<file path="config.mk">
export PLATFORM = sky130hd
export DESIGN_NAME = uart_irq_status
export DESIGN_NICKNAME = d
export VERILOG_FILES = /design/src/rtl/uirq_pkg.sv /design/src/rtl/uirq_sync.sv /design/src/rtl/uirq_ctrl.sv /design/src/rtl/uirq_dp.sv /design/src/rtl/uart_irq_status.sv
export SDC_FILE = /design/constraint.sdc
export NUM_CORES = 1
export LEC_CHECK = 0
export BUFFER_PORTS_ARGS = -buffer_cell sky130_fd_sc_hd__buf_4
export CORE_MARGIN = 4
export CORE_UTILIZATION = 35
export DETAILED_ROUTE_END_ITERATION = 10
export PLACE_DENSITY = 0.65
export SLEW_MARGIN = 20
export SYNTH_ARGS = -nofsm -noshare
export SYNTH_HDL_FRONTEND = slang
export SYNTH_SLANG_ARGS = --single-unit
export TNS_END_PERCENT = 10
</file>
<file path="constraint.sdc">
create_clock -name clk -period 1.5 [get_ports clk]
set_input_delay 0.3 -clock clk [delete_from_list [all_inputs] [get_ports clk]]
set_output_delay 0.3 -clock clk [all_outputs]
set_load 0.005 [all_outputs]
</file>
<file path="src/rtl/uirq_pkg.sv">
package uirq_pkg;

  localparam int STAT_W = 8;

  // status register bit positions
  localparam int ST_DA   = 0;
  localparam int ST_OE   = 1;
  localparam int ST_PE   = 2;
  localparam int ST_FE   = 3;
  localparam int ST_PSI  = 4;
  localparam int ST_CTS  = 5;
  localparam int ST_TSRE = 6;
  localparam int ST_THRE = 7;

  // qualified bus accesses, one strobe per kind
  typedef struct packed {
    logic ctrlWr;
    logic dataWr;
    logic dataRd;
    logic statRdLead;
    logic statRdTrail;
  } accStrobeT;

endpackage

</file>
<file path="src/rtl/uirq_sync.sv">
module uirq_sync #(
  parameter int  LEN     = 2,
  parameter bit  RST_VAL = 1'b1
) (
  input  logic clk,
  input  logic rstN,
  input  logic din,
  output logic dout
);

  generate
    if (LEN == 0) begin : g_bypass
      assign dout = din;
    end else begin : g_chain
      logic [LEN-1:0] stageQ;
      always_ff @(posedge clk or negedge rstN) begin
        if (!rstN) stageQ <= {LEN{RST_VAL}};
        else       stageQ <= {stageQ[LEN-2+((LEN==1)?1:0):0], din};
      end
      assign dout = stageQ[LEN-1];
    end
  endgenerate

endmodule

</file>
<file path="src/rtl/uirq_ctrl.sv">
module uirq_ctrl
  import uirq_pkg::*;
(
  input  logic      clk,
  input  logic      rstN,
  input  logic      chipSel1,
  input  logic      chipSel2,
  input  logic      chipSel3,
  input  logic      rdWr,
  input  logic      regSel,
  input  logic      timePulse,
  output accStrobeT stb
);

  logic pulseQ;
  logic leadEdge;
  logic trailEdge;
  logic selOk;
  logic rdAcc;
  logic wrAcc;

  always_ff @(posedge clk or negedge rstN) begin
    if (!rstN) pulseQ <= 1'b0;
    else       pulseQ <= timePulse;
  end

  assign leadEdge  = timePulse & ~pulseQ;
  assign trailEdge = ~timePulse & pulseQ;
  assign selOk     = chipSel1 & ~chipSel2 & chipSel3;
  assign rdAcc     = selOk & rdWr;
  assign wrAcc     = selOk & ~rdWr;

  always_comb begin
    stb             = '0;
    stb.ctrlWr      = wrAcc & regSel & leadEdge;
    stb.dataWr      = wrAcc & ~regSel & leadEdge;
    stb.dataRd      = rdAcc & ~regSel & leadEdge;
    stb.statRdLead  = rdAcc & regSel & leadEdge;
    stb.statRdTrail = rdAcc & regSel & trailEdge;
  end

endmodule

</file>
<file path="src/rtl/uirq_dp.sv">
module uirq_dp
  import uirq_pkg::*;
#(
  parameter int CTRL_W     = 2,
  parameter int INT_EN_BIT = 0,
  parameter int TX_REQ_BIT = 1,
  parameter int SYNC_LEN   = 2
) (
  input  logic              clk,
  input  logic              rstN,
  input  accStrobeT         stb,
  input  logic [CTRL_W-1:0] wrData,
  input  logic              rxLoad,
  input  logic              rxStopBit,
  input  logic              rxParErr,
  input  logic              txHoldFree,
  input  logic              txShiftDone,
  input  logic              periphIn,
  input  logic              ctsIn,
  output logic              intN,
  output logic [STAT_W-1:0] statusOut,
  output logic              frameErr,
  output logic              parOvrErr
);

  logic [CTRL_W-1:0] ctrlReg;
  logic daPend, threPend, donePend, psiPend, ctsPend;
  logic oeBit, peBit, feBit;
  logic threStat, tsreStat;
  logic idleQ, psiQ, ctsQ;
  logic psiSync, ctsSync;
  logic txIdle, doneRise, psiFall, ctsRise;
  logic txClr, anyCause;

  uirq_sync #(.LEN(SYNC_LEN), .RST_VAL(1'b1)) psiSync_i (
    .clk(clk), .rstN(rstN), .din(periphIn), .dout(psiSync));
  uirq_sync #(.LEN(SYNC_LEN), .RST_VAL(1'b1)) ctsSync_i (
    .clk(clk), .rstN(rstN), .din(ctsIn), .dout(ctsSync));

  assign txIdle   = threStat & tsreStat;
  assign doneRise = txIdle & ~idleQ;
  assign psiFall  = ~psiSync & psiQ;
  assign ctsRise  = ctsSync & ~ctsQ;
  assign txClr    = stb.statRdLead | stb.dataWr;

  always_ff @(posedge clk or negedge rstN) begin
    if (!rstN) begin
      ctrlReg  <= '0;
      daPend   <= 1'b0;
      threPend <= 1'b0;
      donePend <= 1'b0;
      psiPend  <= 1'b0;
      ctsPend  <= 1'b0;
      oeBit    <= 1'b0;
      peBit    <= 1'b0;
      feBit    <= 1'b0;
      threStat <= 1'b1;
      tsreStat <= 1'b1;
      idleQ    <= 1'b1;
      psiQ     <= 1'b1;
      ctsQ     <= 1'b1;
    end else begin
      psiQ  <= psiSync;
      ctsQ  <= ctsSync;
      idleQ <= txIdle;
      if (stb.ctrlWr) ctrlReg <= wrData;
      if (rxLoad)     feBit   <= ~rxStopBit;
      // set terms are OR-ed last so an event beats a clear in the same cycle
      daPend   <= (daPend   & ~stb.dataRd)      | rxLoad;
      oeBit    <= (oeBit    & ~stb.statRdLead)  | (rxLoad & daPend);
      peBit    <= (peBit    & ~stb.statRdLead)  | (rxLoad & rxParErr);
      threStat <= (threStat & ~stb.dataWr)      | txHoldFree;
      tsreStat <= (tsreStat & ~stb.dataWr)      | txShiftDone;
      threPend <= (threPend & ~txClr)           | txHoldFree;
      donePend <= (donePend & ~txClr)           | doneRise;
      psiPend  <= (psiPend  & ~stb.statRdTrail) | psiFall;
      ctsPend  <= (ctsPend  & ~stb.statRdLead)  | (ctsRise & txIdle);
    end
  end

  assign anyCause = daPend | (threPend & ctrlReg[TX_REQ_BIT]) | donePend
                  | psiPend | ctsPend;
  assign intN      = ~(ctrlReg[INT_EN_BIT] & anyCause);
  assign frameErr  = feBit;
  assign parOvrErr = peBit | oeBit;

  always_comb begin
    statusOut          = '0;
    statusOut[ST_DA]   = daPend;
    statusOut[ST_OE]   = oeBit;
    statusOut[ST_PE]   = peBit;
    statusOut[ST_FE]   = feBit;
    statusOut[ST_PSI]  = psiPend;
    statusOut[ST_CTS]  = ctsPend;
    statusOut[ST_TSRE] = tsreStat;
    statusOut[ST_THRE] = threStat;
  end

endmodule

</file>
<file path="src/rtl/uart_irq_status.sv">
module uart_irq_status
  import uirq_pkg::*;
#(
  parameter int CTRL_W     = 2,
  parameter int INT_EN_BIT = 0,
  parameter int TX_REQ_BIT = 1,
  parameter int SYNC_LEN   = 2
) (
  input  logic              clk,
  input  logic              rstN,
  input  logic              chipSel1,
  input  logic              chipSel2,
  input  logic              chipSel3,
  input  logic              rdWr,
  input  logic              regSel,
  input  logic              timePulse,
  input  logic [CTRL_W-1:0] wrData,
  input  logic              rxLoad,
  input  logic              rxStopBit,
  input  logic              rxParErr,
  input  logic              txHoldFree,
  input  logic              txShiftDone,
  input  logic              periphIn,
  input  logic              ctsIn,
  output logic              intN,
  output logic [7:0]        statusOut,
  output logic              frameErr,
  output logic              parOvrErr
);

  accStrobeT accStb;

  uirq_ctrl ctrl_i (
    .clk(clk), .rstN(rstN),
    .chipSel1(chipSel1), .chipSel2(chipSel2), .chipSel3(chipSel3),
    .rdWr(rdWr), .regSel(regSel), .timePulse(timePulse),
    .stb(accStb)
  );

  uirq_dp #(
    .CTRL_W(CTRL_W), .INT_EN_BIT(INT_EN_BIT),
    .TX_REQ_BIT(TX_REQ_BIT), .SYNC_LEN(SYNC_LEN)
  ) dp_i (
    .clk(clk), .rstN(rstN), .stb(accStb), .wrData(wrData),
    .rxLoad(rxLoad), .rxStopBit(rxStopBit), .rxParErr(rxParErr),
    .txHoldFree(txHoldFree), .txShiftDone(txShiftDone),
    .periphIn(periphIn), .ctsIn(ctsIn),
    .intN(intN), .statusOut(statusOut),
    .frameErr(frameErr), .parOvrErr(parOvrErr)
  );

endmodule

</file>
==> results.py, run 1 <==
metrics = {
    "status": {
        "status": "finished, violations left",
        "violations": "setup timing",
    },
    "logic_synthesis": {
        "synth.most_common_cell": "dfrtp_1",
        "syn_inst": 62,
        "async_reset_ff_frac": 1.00,
        "syn_nets": 79,
        "synth-seq-area-share": 0.631,
        "synth_area_leaders": "dfrtp_1, dfstp_2, buf_4",
        "ys_ff_latch": 20,
        "synth_top_cell_area_share": 0.340,
        "synth_commonest_cells": "dfrtp_1, dfstp_2, buf_4",
        "synth_ff_type": "dfrtp_1",
        "syn_area_um2": 811,
        "synth.avg_cell_area_um2": 13.1,
        "yosys_warnings": 0,
        "synth_area_leader_cell": "dfrtp_1",
        "synth_edf_count": 0,
        "synth_cell_types": 24,
    },
    "cts": {
        "clkTransAtPathRegs_ns": 0.11,
        "cts.sinks": 20,
        "cts_buffers": 3,
        "cts_root_buffer": "clkbuf_4",
        "htreeDepth": 1,
        "tritoncts": "built",
        "clk_latency_ns": 0.30,
        "max-clock-path-buffers": 2,
    },
    "route": {
        "drc": 0,
        "ant_nets": 0,
        "avgViaCountPerCell": 4.71,
        "vias": 542,
        "drt_wl_total_mm": 1.48,
        "wl_per_cell_um": 12.8,
        "drt_pre_antenna_iters": 4,
        "drtIter0Drc": 5,
    },
    "power_and_ir_drop": {
        "sw_frac_of_total": 0.200,
        "p_int_mw": 0.911,
        "p_sw_mw": 0.228,
        "comb_power_share": 0.092,
        "ir_drop_uv": 819,
        "power_density_nw_per_um2": 1070,
        "seq_power_share": 0.523,
        "power_leakage_nw": 0.469,
        "pwr-share-clk": 0.385,
    },
    "floorplanning": {
        "ios": 28,
        "die_area_um2": 3150,
        "core-area_um2": 2210,
        "fp.dieW_um": 56.1,
        "initial_core_util": 0.367,
        "rows": 17,
        "die_h_um": 56.1,
    },
    "finish": {
        "area_growth_pct": 31.3,
        "multi_input_area_um2": 226,
        "n_antenna_cell": 0,
        "final_util": 0.481,
        "drive_gt1_frac": 0.529,
        "nFillCells": 220,
        "fin_cells": 115,
        "layout.area.seq_um2": 512,
        "layout.nets": 105,
    },
    "timing": {
        "period_needed_ns": 1.58,
        "finalWorstSetupSlack_ns": -0.0807,
        "hold_ws_ns": 0.0893,
        "max_freq_mhz": 633,
        "setup_tns_ns": -0.0807,
        "slew_viol_final": 0,
        "final.period_utilization": 1.05,
        "rsz0062_at_grt": "yes",
        "setup-violations-final": 1,
        "worstMarginPinSlew_ns": 0.325,
        "finalHoldViolCount": 0,
        "max_slew_margin": 0.782,
        "clock_skew_ns": 0.00142,
    },
    "critical_path": {
        "r2r_cells": 3,
        "cp.required_ns": 1.20,
        "reg2reg_from": "ctrl_i.pulseQ",
        "critPathMaxFanout": 2,
        "r2r_slack_ns": 0.17,
        "crit_arrival_ns": 1.28,
        "cp-end-kind": "output pin",
        "reg2reg_to": "dp_i.ctrlReg[1]",
        "critPathKind": "reg -> out",
        "cp-start-kind": "flop",
    },
    "hold_path": {
        "whs_endpoint": "dp_i.ctsSync_i.g_chain.stageQ[0]",
        "hp-class": "in -> reg",
        "min_from": "ctsIn",
        "min_path_cells": 1,
    },
    "placement": {
        "place.gp.congestion": 0.706,
        "numPortBuffers": 27,
        "place_inst": 109,
        "hpwl_mm": 1.15,
    },
    "grt": {
        "grt_pass1_wl_mm": 2.62,
        "grt-ovfl-total": 0,
        "track_usage": 0.110,
        "grt_start_max_net_pins": 21,
        "first_global_vias": 598,
        "antenna_found_initial": 0,
    },
    "run": {
        "cap_violations": 0,
    },
}
## what timing repair did
action,4_1_cts,5_1_grt
setup endpoints to repair,1,1
hold buffers,1,0
endpoints found under the hold margin,11,0
gates resized for setup,1,0
setup buffers,1,0
pin swaps,3,2
## power by group through the flow
| stage | Clock [mW] | Combinational, mW | Sequential [mW] |
|---|---|---|---|
| 2_1_floorplan | 0 | 0.0404 | 0.599 |
| 3_3_place_gp | 0 | 0.102 | 0.603 |
| 3_5_place_dp | 0 | 0.103 | 0.604 |
| 4_1_cts | 0.452 | 0.108 | 0.597 |
| 5_1_grt | 0.471 | 0.119 | 0.601 |
| 6_report | 0.438 | 0.105 | 0.596 |
## state kept, by name (all words and copies together) (netlist names)
signal                         cells
dp_i.donePend                      1
dp_i.ctrlReg                       2
dp_i.tsreStat                      1
dp_i.psiQ                          1
dp_i.threPend                      1
ctrl_i.pulseQ                      1
dp_i.ctsQ                          1
dp_i.peBit                         1
dp_i.threStat                      1
dp_i.oeBit                         1
dp_i.psiSync_i.g_chain.stageQ      2
dp_i.ctsPend                       1
dp_i.idleQ                         1
dp_i.ctsSync_i.g_chain.stageQ      2
dp_i.frameErr                      1
dp_i.daPend                        1
dp_i.psiPend                       1
## area by class of cell
| cell class | count | area share |
|---|---|---|
| tap | 28 | 0.0329 |
| timing repair buffer | 29 | 0.207 |
| inverter | 5 | 0.0176 |
| clock inverter | 1 | 0.0282 |
| clock buffer | 3 | 0.0212 |
| multi-input combinational | 29 | 0.213 |
| sequential | 20 | 0.481 |
## stage by stage
step,setup slack [ns],power (mW),area (um^2)
final,-0.0807,1.14,1060
after global routing,-0.161,1.19,1060
after CTS,-0.102,1.16,1060
after detailed placement,0.0652,0.708,988
after global placement,0.0897,0.705,988
after floorplan,0.274,0.640,811
## metal layers
layer  up-vias  part of all wire  GRT usage
met4         0             0.039     0.0915
met2        16              0.52      0.190
met3         4             0.054     0.0232
met1       266              0.39      0.112
met5         -                 0          0
li1        256                 -          -
## worst max-delay path, stage by stage (launching register included)
cell     delay [ns]
dfrtp_1        0.41
nor4_2         0.31
nand2_1        0.08
nand2_1        0.07
buf_4          0.10
## cells by family after synthesis
group,Yosys count,synth area share
simple gates,15,0.123
mux,3,0.0401
buf+inv,13,0.0972
xor+xnor,1,0.0108
compound gates,10,0.0972
flops,20,0.631
## cells in the final DEF, fill, tap and decap left out, drive strengths merged
master	Yosys	final
nor4	2	2
or4	1	1
or2	1	1
or3	2	2
a32o	1	1
nand2b	2	2
dlygate4sd3	0	1
and2	1	1
bufinv	0	1
clkbuf	0	3
o21ai	1	1
mux2	2	2
a22o	3	3
nand4b	1	1
mux2i	1	1
buf	8	28
o31ai	2	2
a21o	3	3
inv	5	5
dfstp	9	9
xor2	1	1
dfrtp	11	11
nand2	4	4
nand3b	1	1
## worst max path at each step
stage	to	start
6_report	intN	dp_i.donePend
5_1_grt	intN	dp_i.donePend
4_1_cts	intN	dp_i.ctsPend
3_5_place_dp	dp_i.ctrlReg[1]	chipSel2
3_3_place_gp	dp_i.ctrlReg[1]	chipSel2
2_1_floorplan	dp_i.ctrlReg[1]	chipSel2
Power figures use the tool's default switching activity.
==> run 2: changes to the inputs <==
--- a/config.mk
+++ b/config.mk
@@ -9,7 +9,9 @@
 export CORE_MARGIN = 4
 export CORE_UTILIZATION = 35
 export DETAILED_ROUTE_END_ITERATION = 10
+export MAX_ROUTING_LAYER = met4
 export PLACE_DENSITY = 0.65
+export REMOVE_ABC_BUFFERS = 1
 export SLEW_MARGIN = 20
 export SYNTH_ARGS = -nofsm -noshare
 export SYNTH_HDL_FRONTEND = slang
==> results.py, run 2 (synthesized netlist as in run 1, its figures left out) <==
metrics = {
    "placement": {
        "dpl_cell_area_um2": 996,
        "numPortBuffers": 27,
        "place_inst": 110,
        "dpl_worst_slack_ns": 0.0938,
        "hpwl_mm": 1.17,
        "place.gp.congestion": 0.696,
    },
    "timing": {
        "hold_ws_ns": 0.106,
        "final.period_utilization": 1.05,
        "setup-violations-final": 1,
        "rsz0062_at_grt": "yes",
        "slew_viol_final": 0,
        "max_slew_margin": 0.797,
        "period_needed_ns": 1.58,
        "setup_tns_ns": -0.0768,
        "max_freq_mhz": 634,
        "clock_skew_ns": 0.00730,
        "finalHoldViolCount": 0,
        "worstMarginPinSlew_ns": 0.301,
        "finalWorstSetupSlack_ns": -0.0768,
    },
    "finish": {
        "final_common_cell": "buf_4",
        "layout_common_cells": "buf_4, dfrtp_1, dfstp_2",
        "n_antenna_cell": 0,
        "layout.nets": 106,
        "final_util": 0.481,
        "area_growth_pct": 31.3,
        "multi_input_area_um2": 235,
        "drive_gt1_frac": 0.534,
        "nFillCells": 216,
        "fin_cells": 116,
        "final_area_um2": 1060,
        "top_regs": "dp_i.ctrlReg x2, dp_i.ctsSync_i.g_chain.stageQ x2, dp_i.psiSync_i.g_chain.stageQ x2",
        "layout.area.seq_um2": 512,
    },
    "cts": {
        "cts_root_buffer": "clkbuf_4",
        "cts_buffers": 3,
        "clk_latency_ns": 0.30,
        "htreeDepth": 1,
        "clkTransAtPathRegs_ns": 0.11,
        "tritoncts": "built",
        "cts.sinks": 20,
        "max-clock-path-buffers": 2,
    },
    "critical_path": {
        "r2r_slack_ns": 0.18,
        "cp-start-kind": "flop",
        "cp.required_ns": 1.20,
        "reg2reg_to": "dp_i.ctrlReg[1]",
        "critPathMaxFanout": 2,
        "r2r_cells": 3,
        "cp-end-kind": "output pin",
        "critPathKind": "reg -> out",
        "reg2reg_from": "ctrl_i.pulseQ",
        "crit_arrival_ns": 1.28,
    },
    "grt": {
        "grt_start_max_net_pins": 21,
        "grt_pass1_wl_mm": 2.49,
        "track_usage": 0.105,
        "antenna_found_initial": 0,
        "first_global_vias": 508,
        "grt-ovfl-total": 0,
    },
    "power_and_ir_drop": {
        "ir_drop_uv": 959,
        "power_leakage_nw": 0.476,
        "power_mw": 1.01,
        "power_density_nw_per_um2": 946,
    },
    "route": {
        "vias": 536,
        "avgViaCountPerCell": 4.62,
        "drc": 0,
        "wl_per_cell_um": 13.0,
        "drt_pre_antenna_iters": 3,
        "drt_wl_total_mm": 1.51,
        "ant_nets": 0,
        "drtIter0Drc": 4,
    },
    "hold_path": {
        "min_path_cells": 1,
        "hp-class": "in -> reg",
        "whs_endpoint": "dp_i.psiSync_i.g_chain.stageQ[0]",
        "min_from": "periphIn",
    },
    "floorplanning": {
        "initial_core_util": 0.367,
        "core-area_um2": 2210,
        "die_h_um": 56.1,
        "ios": 28,
        "die_area_um2": 3150,
        "rows": 17,
        "fp.dieW_um": 56.1,
    },
    "run": {
        "cap_violations": 0,
    },
    "status": {
        "violations": "setup timing",
        "status": "finished, violations left",
    },
}
run 2: changes by cell type in the layout (fill, tap and decap cells not counted):
cell | before | now
nor4_4 | 0 | 1
buf_4 | 28 | 29
bufinv_16 | 1 | 0
clkbuf_8 | 0 | 1
nor4_2 | 2 | 1
run 2: routing by layer:
layer	track usage	vias to the layer above	part of all wire
met5	-	-	0
met4	0.0203	0	0.0093
met3	0.0557	2	0.088
met2	0.159	22	0.48
met1	0.127	255	0.42
li1	-	257	-
run 2: worst max-delay path by stage:
stage / from / end / slack [ns] / depth (start not counted)
after global placement: chipSel2 / dp_i.ctrlReg[1] / 0.11 / 4
after global routing: dp_i.ctsPend / intN / -0.14 / 4
after detailed placement: chipSel2 / dp_i.ctrlReg[1] / 0.09 / 4
final: dp_i.ctsPend / intN / -0.08 / 4
after floorplan: chipSel2 / dp_i.ctrlReg[1] / 0.27 / 3
after CTS: dp_i.ctsPend / intN / -0.09 / 4
run 2: critical path, stage by stage, from the launching register on:
cell     delay, ns
dfrtp_1       0.42
nor4_4        0.31
nand2_1       0.08
nand2_1       0.07
buf_4         0.10
run 2: repair_timing:
action	4_1_cts	5_1_grt
hold buffers	1	0
endpoints found under the hold margin	11	0
gates resized for setup	2	0
pin swaps	3	0
setup endpoints to repair	1	1
buffers inserted	1	0
run 2: area by class of cell:
| type | count | share of cell area |
|---|---|---|
| tap | 28 | 0.0329 |
| clock buffer | 4 | 0.0341 |
| multi-input combinational | 29 | 0.221 |
| inverter | 5 | 0.0176 |
| timing repair buffer | 30 | 0.214 |
| sequential | 20 | 0.481 |
run 2: power breakdown:
part | internal [mW] | leakage [nW] | total (mW) | switching, mW
combinational | 0.0657 | 0.246 | 0.109 | 0.0430
clock | 0.148 | 0.0210 | 0.301 | 0.153
sequential | 0.578 | 0.209 | 0.598 | 0.0206
total | 0.791 | 0.476 | 1.01 | 0.216
